File: src/rtl/gpio_port_pkg.sv
package gpio_port_pkg;

    localparam int unsigned ADDR_W = 5;

    // Word index = byte offset / 4
    typedef enum logic [2:0] {
        IDX_DIR  = 3'd0,
        IDX_MASK = 3'd4,
        IDX_PORT = 3'd5,
        IDX_SET  = 3'd6,
        IDX_CLR  = 3'd7
    } reg_idx_e;

    function automatic logic idx_mapped(input logic [2:0] idx);
        return (idx == IDX_DIR) || (idx == IDX_MASK) || (idx == IDX_PORT)
            || (idx == IDX_SET) || (idx == IDX_CLR);
    endfunction

endpackage

File: src/rtl/gpio_sync.sv
module gpio_sync #(
    parameter int unsigned WIDTH = 32
) (
    input  logic             clk,
    input  logic             rst_n,
    input  logic [WIDTH-1:0] pad_in,
    output logic [WIDTH-1:0] pin_sync
);

    typedef struct packed {
        logic [WIDTH-1:0] stage1;
        logic [WIDTH-1:0] stage2;
        logic [1:0]       warm;
    } sync_t;

    sync_t st_d, st_q;

    always_comb begin
        st_d        = st_q;
        st_d.stage1 = pad_in;
        st_d.stage2 = st_q.stage1;
        st_d.warm   = (st_q.warm == 2'd2) ? 2'd2 : st_q.warm + 2'd1;
    end

    always_ff @(posedge clk or negedge rst_n) begin
        if (!rst_n) st_q <= '0;
        else        st_q <= st_d;
    end

    assign pin_sync = st_q.stage2;

    // two edges of latency from pad to read path
    a_r8_sync_depth: assert property (@(posedge clk) disable iff (!rst_n)
        (st_q.warm == 2'd2) |-> (pin_sync == $past(pad_in, 2)));

endmodule

File: src/rtl/gpio_regs.sv
module gpio_regs
    import gpio_port_pkg::*;
#(
    parameter int unsigned WIDTH = 32
) (
    input  logic               clk,
    input  logic               rst_n,
    input  logic               wr_en,
    input  reg_idx_e           wr_idx,
    input  logic [WIDTH/8-1:0] wr_be,
    input  logic [WIDTH-1:0]   wr_data,
    output logic [WIDTH-1:0]   dir_q,
    output logic [WIDTH-1:0]   mask_q,
    output logic [WIDTH-1:0]   latch_q
);

    localparam int unsigned LANES = WIDTH / 8;

    typedef struct packed {
        logic [WIDTH-1:0] dir;
        logic [WIDTH-1:0] mask;
        logic [WIDTH-1:0] lat;
    } regs_t;

    regs_t r_d, r_q;
    logic [WIDTH-1:0] lane_bits;
    logic [WIDTH-1:0] lat_en;
    logic [WIDTH-1:0] dir_wbits;

    for (genvar g = 0; g < LANES; g++) begin : g_lane
        assign lane_bits[g*8 +: 8] = {8{wr_be[g]}};
    end

    assign lat_en    = lane_bits & ~r_q.mask;
    assign dir_wbits = (wr_en && wr_idx == IDX_DIR) ? lane_bits : '0;

    always_comb begin
        r_d = r_q;
        if (wr_en) begin
            case (wr_idx)
                IDX_DIR:  r_d.dir  = (r_q.dir  & ~lane_bits) | (wr_data & lane_bits);
                IDX_MASK: r_d.mask = (r_q.mask & ~lane_bits) | (wr_data & lane_bits);
                IDX_PORT: r_d.lat  = (r_q.lat  & ~lat_en)    | (wr_data & lat_en);
                IDX_SET:  r_d.lat  = r_q.lat | (wr_data & lat_en);
                IDX_CLR:  r_d.lat  = r_q.lat & ~(wr_data & lat_en);
                default:  r_d      = r_q;
            endcase
        end
    end

    always_ff @(posedge clk or negedge rst_n) begin
        if (!rst_n) r_q <= '0;
        else        r_q <= r_d;
    end

    assign dir_q   = r_q.dir;
    assign mask_q  = r_q.mask;
    assign latch_q = r_q.lat;

    // reset clears everything
    a_r1_reset_zero: assert property (@(posedge clk)
        !rst_n |=> (r_q == '0));

    // direction bits move only in strobed lanes of a direction write
    a_r3_dir_lanes: assert property (@(posedge clk) disable iff (!rst_n)
        1'b1 |=> (((r_q.dir ^ $past(r_q.dir)) & ~$past(dir_wbits)) == '0));

    // set write leaves every enabled one-bit high
    a_r4_set_bits: assert property (@(posedge clk) disable iff (!rst_n)
        (wr_en && wr_idx == IDX_SET) |=>
        ((r_q.lat & $past(wr_data & lat_en)) == $past(wr_data & lat_en)));

    // clear write leaves every enabled one-bit low
    a_r5_clr_bits: assert property (@(posedge clk) disable iff (!rst_n)
        (wr_en && wr_idx == IDX_CLR) |=>
        ((r_q.lat & $past(wr_data & lat_en)) == '0));

    // masked latch bits never move
    a_r7_mask_hold: assert property (@(posedge clk) disable iff (!rst_n)
        1'b1 |=> (((r_q.lat ^ $past(r_q.lat)) & $past(r_q.mask)) == '0));

endmodule

File: src/rtl/gpio_rdmux.sv
module gpio_rdmux
    import gpio_port_pkg::*;
#(
    parameter int unsigned WIDTH = 32
) (
    input  logic             rd_en,
    input  reg_idx_e         rd_idx,
    input  logic [WIDTH-1:0] dir_q,
    input  logic [WIDTH-1:0] mask_q,
    input  logic [WIDTH-1:0] latch_q,
    input  logic [WIDTH-1:0] pin_sync,
    output logic [WIDTH-1:0] rdata
);

    always_comb begin
        rdata = '0;
        if (rd_en) begin
            case (rd_idx)
                IDX_DIR:          rdata = dir_q;
                IDX_MASK:         rdata = mask_q;
                IDX_PORT:         rdata = pin_sync & ~mask_q;
                IDX_SET, IDX_CLR: rdata = latch_q;
                default:          rdata = '0;
            endcase
        end
    end

endmodule

File: src/rtl/masked_gpio_port.sv
module masked_gpio_port
    import gpio_port_pkg::*;
#(
    parameter int unsigned WIDTH = 32
) (
    input  logic               clk,
    input  logic               rst_n,
    input  logic               bus_sel,
    input  logic               bus_wr,
    input  logic [ADDR_W-1:0]  bus_addr,
    input  logic [WIDTH/8-1:0] bus_be,
    input  logic [WIDTH-1:0]   bus_wdata,
    output logic [WIDTH-1:0]   bus_rdata,
    input  logic [WIDTH-1:0]   pad_in,
    output logic [WIDTH-1:0]   pad_out,
    output logic [WIDTH-1:0]   pad_oe
);

    reg_idx_e         idx;
    logic             hit;
    logic             wr_en;
    logic             rd_en;
    logic [WIDTH-1:0] dir_q, mask_q, latch_q, pin_sync;

    assign idx   = reg_idx_e'(bus_addr[ADDR_W-1:2]);
    assign hit   = (bus_addr[1:0] == 2'b00) && idx_mapped(bus_addr[ADDR_W-1:2]);
    assign wr_en = bus_sel && bus_wr && hit;
    assign rd_en = bus_sel && !bus_wr && hit;

    gpio_sync #(.WIDTH(WIDTH)) u_sync (
        .clk      (clk),
        .rst_n    (rst_n),
        .pad_in   (pad_in),
        .pin_sync (pin_sync)
    );

    gpio_regs #(.WIDTH(WIDTH)) u_regs (
        .clk     (clk),
        .rst_n   (rst_n),
        .wr_en   (wr_en),
        .wr_idx  (idx),
        .wr_be   (bus_be),
        .wr_data (bus_wdata),
        .dir_q   (dir_q),
        .mask_q  (mask_q),
        .latch_q (latch_q)
    );

    gpio_rdmux #(.WIDTH(WIDTH)) u_rdmux (
        .rd_en    (rd_en),
        .rd_idx   (idx),
        .dir_q    (dir_q),
        .mask_q   (mask_q),
        .latch_q  (latch_q),
        .pin_sync (pin_sync),
        .rdata    (bus_rdata)
    );

    assign pad_out = latch_q;
    assign pad_oe  = dir_q;

    // a write to an unmapped hole changes no register
    a_r10_hole_write: assert property (@(posedge clk) disable iff (!rst_n)
        (bus_sel && bus_wr && !hit) |=>
        ($stable(dir_q) && $stable(mask_q) && $stable(latch_q)));

endmodule

File: config.mk
export PLATFORM = sky130hd
export DESIGN_NAME = masked_gpio_port
export DESIGN_NICKNAME = d
export VERILOG_FILES = /design/src/rtl/gpio_port_pkg.sv /design/src/rtl/gpio_sync.sv /design/src/rtl/gpio_regs.sv /design/src/rtl/gpio_rdmux.sv /design/src/rtl/masked_gpio_port.sv
export SDC_FILE = /design/constraint.sdc
export NUM_CORES = 1
export LEC_CHECK = 0
export BUFFER_PORTS_ARGS = -buffer_cell sky130_fd_sc_hd__buf_2
export CAP_MARGIN = 20
export CORE_ASPECT_RATIO = 1.4
export CORE_MARGIN = 2
export CORE_UTILIZATION = 55
export CTS_BUF_LIST = sky130_fd_sc_hd__clkbuf_4 sky130_fd_sc_hd__clkbuf_8
export DETAILED_ROUTE_END_ITERATION = 10
export GPL_TIMING_DRIVEN = 0
export PLACE_DENSITY = 0.94
export SYNTH_ARGS = -nofsm -noshare
export SYNTH_HDL_FRONTEND = slang
export SYNTH_HIERARCHICAL = 1
export SYNTH_SLANG_ARGS = --single-unit
File: constraint.sdc
create_clock -name clk -period 1.42 [get_ports clk]
set_clock_uncertainty 0.15 [all_clocks]
set_input_delay 0.142 -clock clk [delete_from_list [all_inputs] [get_ports clk]]
set_output_delay 0.142 -clock clk [all_outputs]
set_load 0.03 [all_outputs]
==> metrics, run 1 <==
Leak=4.905 nW; Arr. time, crit path=1640 ps; final net count=a little over 900; gr usage total=about 37%; clock share of power=33.0%; Skew-Pair Late Insertion Delay=460 ps; DRT antenna net count=0; CTS max path bufs=2; f_max=between 0.5 and 0.6 GHz; most frequent cells in the layout=dfrtp_1, buf_2, dlygate4sd3_1; total CTS buffers=17; Sw Pwr=between 3 and 4 mW; maxcap violations=0; Worst Hold Class=in -> reg; drt wl/cell=29.10 um; number of vias per cell=~6.8; Die Span X=just under 100 um; Final Critical Period=roughly 1900 ps; R2R cell count=4; Crit Path Category=reg -> out; die area=approximately 13,000 um2; Hold WS=roughly 15 ps; area of placed instances=8259 um2; Worst Max-Slew Pin Slew=702.7 ps; HP Start=bus_be[1]; largest net degree at the start of global routing=between 80 and 90; TritonRoute pass-1 iters=6; fin area=between 10,000 and 15,000 um2; Ports=around 170; final std cells w/o fill=a little over 1,000; Cell variety after synth=33; Slew Viols, Final=0; synthesized instance count=between 500 and 600; DRC violations left=0; Logic pwr share=around a fifth; status=complete, but fails checks; setup_tns=-33,500 ps; sequential area share after synthesis=58.27%; top cell type's share of synthesized area=between 50% and 60%; drt total wl=around 30,000 um; total power=11.32 mW; average cell area after synthesis=roughly 13 um2; total core area=roughly 12,000 um2; endpoint class of the critical path=output pin; Initial Util=56.09%; Ant. Diodes=0; CP Max Fanout=3; commonest non-fill, non-tap cell in the layout=dfrtp_1; clk sink count=160; Power Density=1016 nW/um2; sequential power share=46.3%; Sw Ratio=between 30% and 40%; hold path depth=3; Crit path required time=~1100 ps; Worst VDD drop=around 1.0 mV; largest cells by area after synthesis=dfrtp_1, mux2_2, a31oi_1; Warnings, synthesis=6; synthesized flop and latch total=160; RSZ-0062 raised after global routing=yes; dpl hpwl=between 10,000 and 15,000 um; share of post-route cells with drive strength above 1=57.90%; initial DRC count=roughly 660; failing checks=negative setup slack; Final WS setup=-514.5 ps; Reg clk slew, reported paths=100 ps; aggregate global routing overflow=0; setup violators final=130; DP Cell Count=a little under 900; top cell type by total area after synthesis=dfrtp_1; Layout Area Growth over Synthesis=62.22%; reg2reg end=u_regs/latch_q[18]$_DFFE_PN0P_; Int Pwr=approximately 7.6 mW; root buf cell=clkbuf_8; TritonCTS clock tree=done; Slowest cell on crit path=dfrtp_1; crit start category=flop; port bufs=172; crit-path cells=a22oi_1 -> o22ai_4 -> buf_6; worst stage delay on the critical path=440 ps; final-layout fill cell count=400; cell area after synthesis=just under 7000 um2; Rows=48; relative slew slack=53.16%; Syn Nets=just over 600; Final GP Congestion=slightly below 0.9; htree depth=4; initial antenna violation count=0; final-report hold violation count=0; reg2reg setup slack=-10 ps; vias post-DR=just under 7,000; post-route clock period utilization=136.2%; vias in the first global route=around 7,000; chip height=~140 um; global-route wire length before repair=38,140 um
cell usage after synthesis (all sizes together):
library cell  number
dfrtp            160
inv               65
mux2              64
a31oi             62
a22oi             32
a32oi             32
o22ai             32
mux2i             31
buf               25
clkbuf            10
nand2             10
o2111a             4
and2               2
nand2b             2
nor2               2
nor4               2
a211oi             1
nand3              1
nand3b             1
nand4b             1
nor4b              1
nor4bb             1
o2111ai            1
o21ba              1
o32ai              1
xnor2              1
critical path: cells and delay by family (launching register included):
| family | cells | cell delay (ps) |
|---|---|---|
| buffers and inverters | 1 | 170 |
| AO/OA/AOI/OAI | 2 | 570 |
| flip-flops | 1 | 440 |
through the flow:
step           worst slack (ps)  utilization, %
6_report                 -514.5           90.98
5_1_grt                  -530.4           90.98
4_1_cts                  -337.5           86.44
3_5_place_dp             -903.2           67.41
3_3_place_gp              -2077           67.14
2_1_floorplan            -395.3               -
final cells by class:
type	count	area [um2]	area share (%)
clock inverter	14	176.4	1.583
clock buffer	18	247.7	2.222
inverter	65	244.0	2.189
sequential	160	4020	36.06
multi-input combinational	285	3561	31.95
buffer	35	349.1	3.132
timing repair buffer	290	2361	21.18
tap	150	187.7	1.684
logic make-up (layout without fill, tap and decap cells):
logic type,Yosys count,count (layout),synth area share (%)
buffers and inverters,100,422,6.755
AO/OA/AOI/OAI,166,166,17.30
XOR/XNOR,1,1,0.1275
multiplexers,95,95,15.00
AND/OR/NAND/NOR,23,23,2.549
flip-flops,160,160,58.27
repair_timing:
action,in CTS,in global routing
pin swaps,26,30
hold endpoints to repair,204,0
resized for setup,196,113
cloned,3,2
hold buffers,66,0
setup buffers,26,22
endpoints found under the setup margin,116,224
power by group through the flow:
stage	Combinational (mW)	Clock [mW]	Sequential [mW]
2_1_floorplan	0.629	0	5.51
3_5_place_dp	1.61	0	5.21
4_1_cts	1.98	3.62	5.15
5_1_grt	2.42	3.93	5.27
6_report	2.35	3.74	5.24
3_3_place_gp	1.53	0	5.18
routing by layer:
layer | wire length [um] | share of wire [%] | vias to the layer above | track usage (%)
met2 | 15180 | 51 | 600 | 65.46
met3 | 2565 | 8.7 | 214 | 8.689
met5 | 0 | 0 | - | 0
met1 | 9458 | 32 | 3439 | 41.34
met4 | 2395 | 8.1 | 0 | 22.68
li1 | - | - | 2673 | -
how the worst max path moves through the flow:
stage / from / to / slack [ps] / cells after the start
after detailed placement: bus_addr[2] / flop / -900 / 6
final: u_regs/latch_q[20]$_DFFE_PN0P_ / bus_rdata[20] / -510 / 3
after global placement: rst_n / async pin / -2080 / 1
after floorplan: bus_addr[2] / bus_rdata[18] / -400 / 5
after CTS: bus_addr[3] / bus_rdata[10] / -340 / 8
after global routing: u_regs/latch_q[20]$_DFFE_PN0P_ / bus_rdata[20] / -530 / 3
No activity file was read; power rests on OpenSTA's default activity.
==> run 2, diff against run 1 <==
clock period = 1.8 ns   (was 1.42 ns; I/O delays follow)
==> run 2 against run 1 <==
The run still ends with negative setup slack left. Worst setup slack better by 430 ps. Design area down 9.2%. Routed wire length down 18%. Combinational power down 33%. Count of clock-buffer cells in the layout up 3. Sequential share of layout area up 3.5 points. Largest power group unchanged. Total power down 27%. Sequential cell count unchanged. Utilization down 8.4 points. Worst hold slack better by 33 ps.
==> metrics, run 2 (synthesis results as in run 1) <==
DRC violations left=0 (unchanged); Arr. time, crit path=1560 ps (-80 ps); total CTS buffers=17 (unchanged); endpoint class of the critical path=output pin; share of post-route cells with drive strength above 1=46.67% (-11 points); final net count=892 (-4.2%); failing checks=negative setup slack; Slew Viols, Final=0 (unchanged); aggregate global routing overflow=0 (unchanged); Crit path required time=1470 ps (+340 ps); commonest non-fill, non-tap cell in the layout=dfrtp_1; die area=13,420 um2 (unchanged); Die Span X=98.47 um (unchanged); vias post-DR=6,299 (-9.1%); initial antenna violation count=2 (+2); relative slew slack=49.44% (-3.7 points); Skew-Pair Late Insertion Delay=440 ps (-20 ps); DRT antenna net count=0 (unchanged); Ports=173 (unchanged); setup_tns=-1409 ps (+32,090 ps); status=complete, but fails checks; fin area=10,120 um2 (-9.2%); global-route wire length before repair=36,540 um (-4.2%); Final GP Congestion=0.9088 (+4.1%); port bufs=172 (unchanged); HP Start=bus_addr[1]; crit path from=bus_addr[3]; largest net degree at the start of global routing=82 (-3.5%); Worst Max-Slew Pin Slew=758.5 ps (+55.81 ps); Worst VDD drop=0.6877 mV (-34%); htree depth=4 (unchanged); area of placed instances=8055 um2 (-2.5%); Initial Util=56.09% (unchanged); Worst Hold Class=in -> reg; most frequent cells in the layout=dfrtp_1, buf_2, dlygate4sd3_1; crit start category=input pin; post-route clock period utilization=104.8%; final-layout fill cell count=601 (+50%); Layout Area Growth over Synthesis=47.21%; TritonRoute pass-1 iters=5 (-1); Rows=48 (unchanged); Final WS setup=-86.16 ps (+428.3 ps); clk sink count=160 (unchanged); Reg clk slew, reported paths=80 ps (-20 ps); f_max=0.5302 GHz; drt wl/cell=24.95 um (-14%); TritonCTS clock tree=done; drt total wl=24,400 um (-18%); total core area=12,250 um2 (unchanged); Hold WS=48.56 ps (+33.49 ps); number of vias per cell=6.441 (-5.4%); setup violators final=32 (-75%); root buf cell=clkbuf_8; vias in the first global route=6,566 (-5.7%); final-report hold violation count=0 (unchanged); RSZ-0062 raised after global routing=yes; Final Critical Period=1886 ps; chip height=136.3 um (unchanged); initial DRC count=654 (-0.15%); maxcap violations=0 (unchanged); Power Density=812.6 nW/um2 (-20%); Leak=4.604 nW (-6.1%); gr usage total=35.80% (-1.7 points); CP Max Fanout=6 (+3); CTS max path bufs=2 (unchanged); Crit Path Category=in -> out; dpl hpwl=12,990 um (-3.6%)
-- run 2: cell count changes in the layout (fill, tap and decap cells not counted), sizes merged --
cell,previous run,this run
buf,242,207
bufinv,3,2
inv,70,65
clkinvlp,2,3
clkbuf,35,34
clkinv,4,5
diode,0,1
-- run 2: final cells by class --
type | instances | area (um2) | area share (%)
plain buffers | 34 | 315.3 | 3.117
clock buffers | 21 | 264.0 | 2.610
diodes | 1 | 2.502 | 0.02474
inverters | 65 | 244.0 | 2.412
multi-input cells | 285 | 3053 | 30.18
well taps | 150 | 187.7 | 1.855
repair buffers | 252 | 1931 | 19.08
flip-flops and latches | 160 | 4004 | 39.58
clock inverters | 10 | 115.1 | 1.138
-- run 2: repair_timing --
item / 4_1_cts / 5_1_grt
resized for setup: 156 / 31
endpoints found under the setup margin: 65 / 76
pin swaps: 17 / 7
hold buffers: 66 / 0
buffers inserted: 7 / 1
endpoints found under the hold margin: 207 / 0
cloned: 5 / 0
-- run 2: report_power, final --
group | total, mW | switching (mW) | internal, mW
Sequential | 4.08 | 0.231 | 3.85
Combinational | 1.57 | 0.967 | 0.600
Clock | 2.57 | 1.29 | 1.28
-- run 2: stage by stage --
step           worst slack (ps)  power (mW)  util (%)  instances
5_1_grt                  -109.2       8.521     82.55        977
2_1_floorplan            -55.69       4.810         -        545
6_report                 -86.16       8.221     82.57        978
3_5_place_dp             -568.2       5.341     65.75        868
4_1_cts                  0.6037       8.071     81.20        977
3_3_place_gp              -1682       5.259     65.47        867
-- run 2: final timing paths --
kind / end / slack [ps] / depth (start not counted)
min in group asynchronous: u_sync/pin_sync[22]$_DFF_PN0_ / 180 / 2
max in group asynchronous: async pin / 480 / 3
hold reg to reg: u_sync/pin_sync[6]$_DFF_PN0_ / 200 / 0
setup / recovery: bus_rdata[27] / -90 / 8
setup reg to reg: u_regs/latch_q[24]$_DFFE_PN0P_ / 620 / 2
hold / removal: u_regs/latch_q[24]$_DFFE_PN0P_ / 50 / 4
-- run 2: per-layer routing --
metal	GRT usage, %	vias to the layer above	wire [um]
met5	0	-	0
met1	40.46	3096	8415
met3	7.609	132	1764
li1	-	2598	-
met4	22.68	0	1596
met2	61.49	473	12620
-- run 2: worst max-delay path: stages --
cell	delay, ps
buf_8	100
o21ba_4	230
nor4_4	170
nand3b_1	160
buf_6	190
buf_16	160
o22ai_4	190
buf_6	160
==> run 3, diff against run 2 <==
CORE_UTILIZATION = 59   (was 55)
PLACE_DENSITY = 0.95   (was 0.94)
clock period = 2.3 ns   (was 1.8 ns; I/O delays follow)
==> run 3 against run 2 <==
The flow now finishes without violations. Count of clock-buffer cells in the layout stayed put. Sequential cell count is the same. Sequential share of layout area increased by 4.5 points. Register-to-register slack gained 550 ps. Via count fell by 2.7%. Critical path depth unchanged.
==> metrics, run 3 (synthesis results as in run 1) <==
status=completed; initial antenna violation count=3 (+1); root buf cell=clkbuf_8; FF/Latch Area=4004 um2 (unchanged); Power Density=703.4 nW/um2 (-13%); dpl hpwl=13,120 um (+1.0%); final-report hold violation count=0 (unchanged); Leak=4.356 nW (-5.4%); TritonCTS clock tree=done; gr usage total=33.61% (-2.2 points); Ports=173 (unchanged); drt wl/cell=21.51 um (-14%); aggregate global routing overflow=0 (unchanged); Die Span X=95.21 um (-3.3%); htree depth=4 (unchanged); port bufs=172 (unchanged); Arr. time, crit path=1870 ps (+310 ps); DRC violations left=0 (unchanged); Slew Viols, Final=0 (unchanged); final-layout fill cell count=623 (+3.7%); final net count=883 (-1.0%); vias post-DR=6,127 (-2.7%); maxcap violations=0 (unchanged); crit start category=input pin; Initial Util=60.60% (+4.5 points); largest net degree at the start of global routing=106 (+29%); RSZ-0062 raised after global routing=yes; Hold WS=46.85 ps (-1.717 ps); reg2reg setup slack=1170 ps (+550 ps); f_max=between 0.4 and 0.5 GHz; Skew-Pair Late Insertion Delay=440 ps (about the same); CTS max path bufs=2 (unchanged); post-route clock period utilization=97.84%; most frequent cells in the layout=buf_2, dfrtp_1, dlygate4sd3_1; drt total wl=20,710 um (-15%); total CTS buffers=17 (unchanged); share of post-route cells with drive strength above 1=38.19% (-8.5 points); clk sink count=160 (unchanged); number of vias per cell=6.362 (-1.2%); initial DRC count=574 (-12%); Worst Hold Class=in -> reg; relative slew slack=58.72% (+9.3 points); Rows=46 (-4.2%); DRT antenna net count=0 (unchanged); Final Critical Period=approximately 2300 ps; vias in the first global route=6,447 (-1.8%); Crit Path Category=in -> out; Reg clk slew, reported paths=90 ps (about the same); TritonRoute pass-1 iters=6 (+1); Multi-input gate area=2430 um2 (-20%); CP Max Fanout=10 (+4); DP Cell Count=862 (-0.69%); final std cells w/o fill=963 (-1.5%); global-route wire length before repair=32,450 um (-11%); total core area=11,340 um2 (-7.5%); Worst VDD drop=0.5285 mV (-23%); Final GP Congestion=0.8490 (-6.6%); setup violators final=0 (-100%); Crit path required time=1920 ps (+450 ps); endpoint class of the critical path=output pin; chip height=131.7 um (-3.3%); total power=6.385 mW (-22%); Worst Max-Slew Pin Slew=619.2 ps (-139.3 ps); die area=12,540 um2 (-6.5%); Layout Area Growth over Synthesis=32.10%; commonest non-fill, non-tap cell in the layout=buf_2
run 3: changes by cell type in the layout (fill, tap and decap cells not counted), moves of 5 or more:
cell and delta:
a22oi_2 -9, a32oi_1 +16, a22oi_1 +9, a32oi_2 -16, nand2_2 +5, buf_2 +37
o22ai_1 +31, o22ai_4 -27, buf_6 -35
run 3: routing by layer:
layer	routed length (um)	GRT usage [%]	part of all wire, %	up-vias
met1	7421	39.84	36	3062
li1	-	-	-	2565
met5	13	0	0.063	-
met4	872	16.43	4.2	2
met3	1760	7.225	8.5	96
met2	10650	56.81	51	402
run 3: path summary, 6_finish.rpt:
check	startpoint	to	cells past startpoint
worst max-delay path	bus_addr[2]	bus_rdata[27]	8
worst min-delay path	bus_addr[1]	u_regs/latch_q[24]$_DFFE_PN0P_	4
worst max register to register	flop	u_regs/latch_q[14]$_DFFE_PN0P_	3
worst min register to register	u_sync/st_d[33]$_DFF_PN0_	u_sync/pin_sync[31]$_DFF_PN0_	0
max in group asynchronous	rst_n	u_sync/pin_sync[10]$_DFF_PN0_	3
min in group asynchronous	rst_n	u_sync/pin_sync[3]$_DFF_PN0_	2
run 3: repair_timing:
action	CTS	global route
gates cloned	0	0
endpoints found under the hold margin	157	0
buffers inserted	2	1
setup endpoints to repair	11	39
pin swaps	1	1
hold buffers	66	0
gates resized for setup	6	5
run 3: stage by stage:
| step | setup TNS (ps) | cell area [um2] | utilization (%) | setup slack, ps |
|---|---|---|---|---|
| 5_1_grt | -4.420 | 9077 | 80.06 | -4.420 |
| 4_1_cts | 0 | 9045 | 79.77 | 39.82 |
| 2_1_floorplan | 0 | 6872 | - | 257.4 |
| 3_5_place_dp | -20350 | 7946 | 70.08 | -354.8 |
| 3_3_place_gp | -215430 | 7913 | 69.79 | -1261 |
| 6_report | 0 | 9077 | 80.06 | 49.77 |
run 3: critical path, cell delays in order:
cell and delay [ps]:
buf_2 140, o21ba_2 260, nor4_4 280, nand3b_1 140
buf_4 170, buf_2 200, o22ai_1 210, buf_2 230
run 3: layout make-up:
type	instances	share of cell area [%]
inverter	65	2.688
sequential	160	44.11
timing repair buffer	242	17.46
antenna	2	0.05513
buffer	35	2.467
tap	144	1.985
multi-input combinational	285	26.77
clock buffer	21	2.977
clock inverter	9	1.489
run 3: where the power goes:
| group | switching [mW] | internal (mW) |
|---|---|---|
| Combinational | 0.656 | 0.419 |
| Sequential | 0.162 | 3.01 |
| Clock | 1.01 | 1.13 |
| Total | 1.82 | 4.56 |
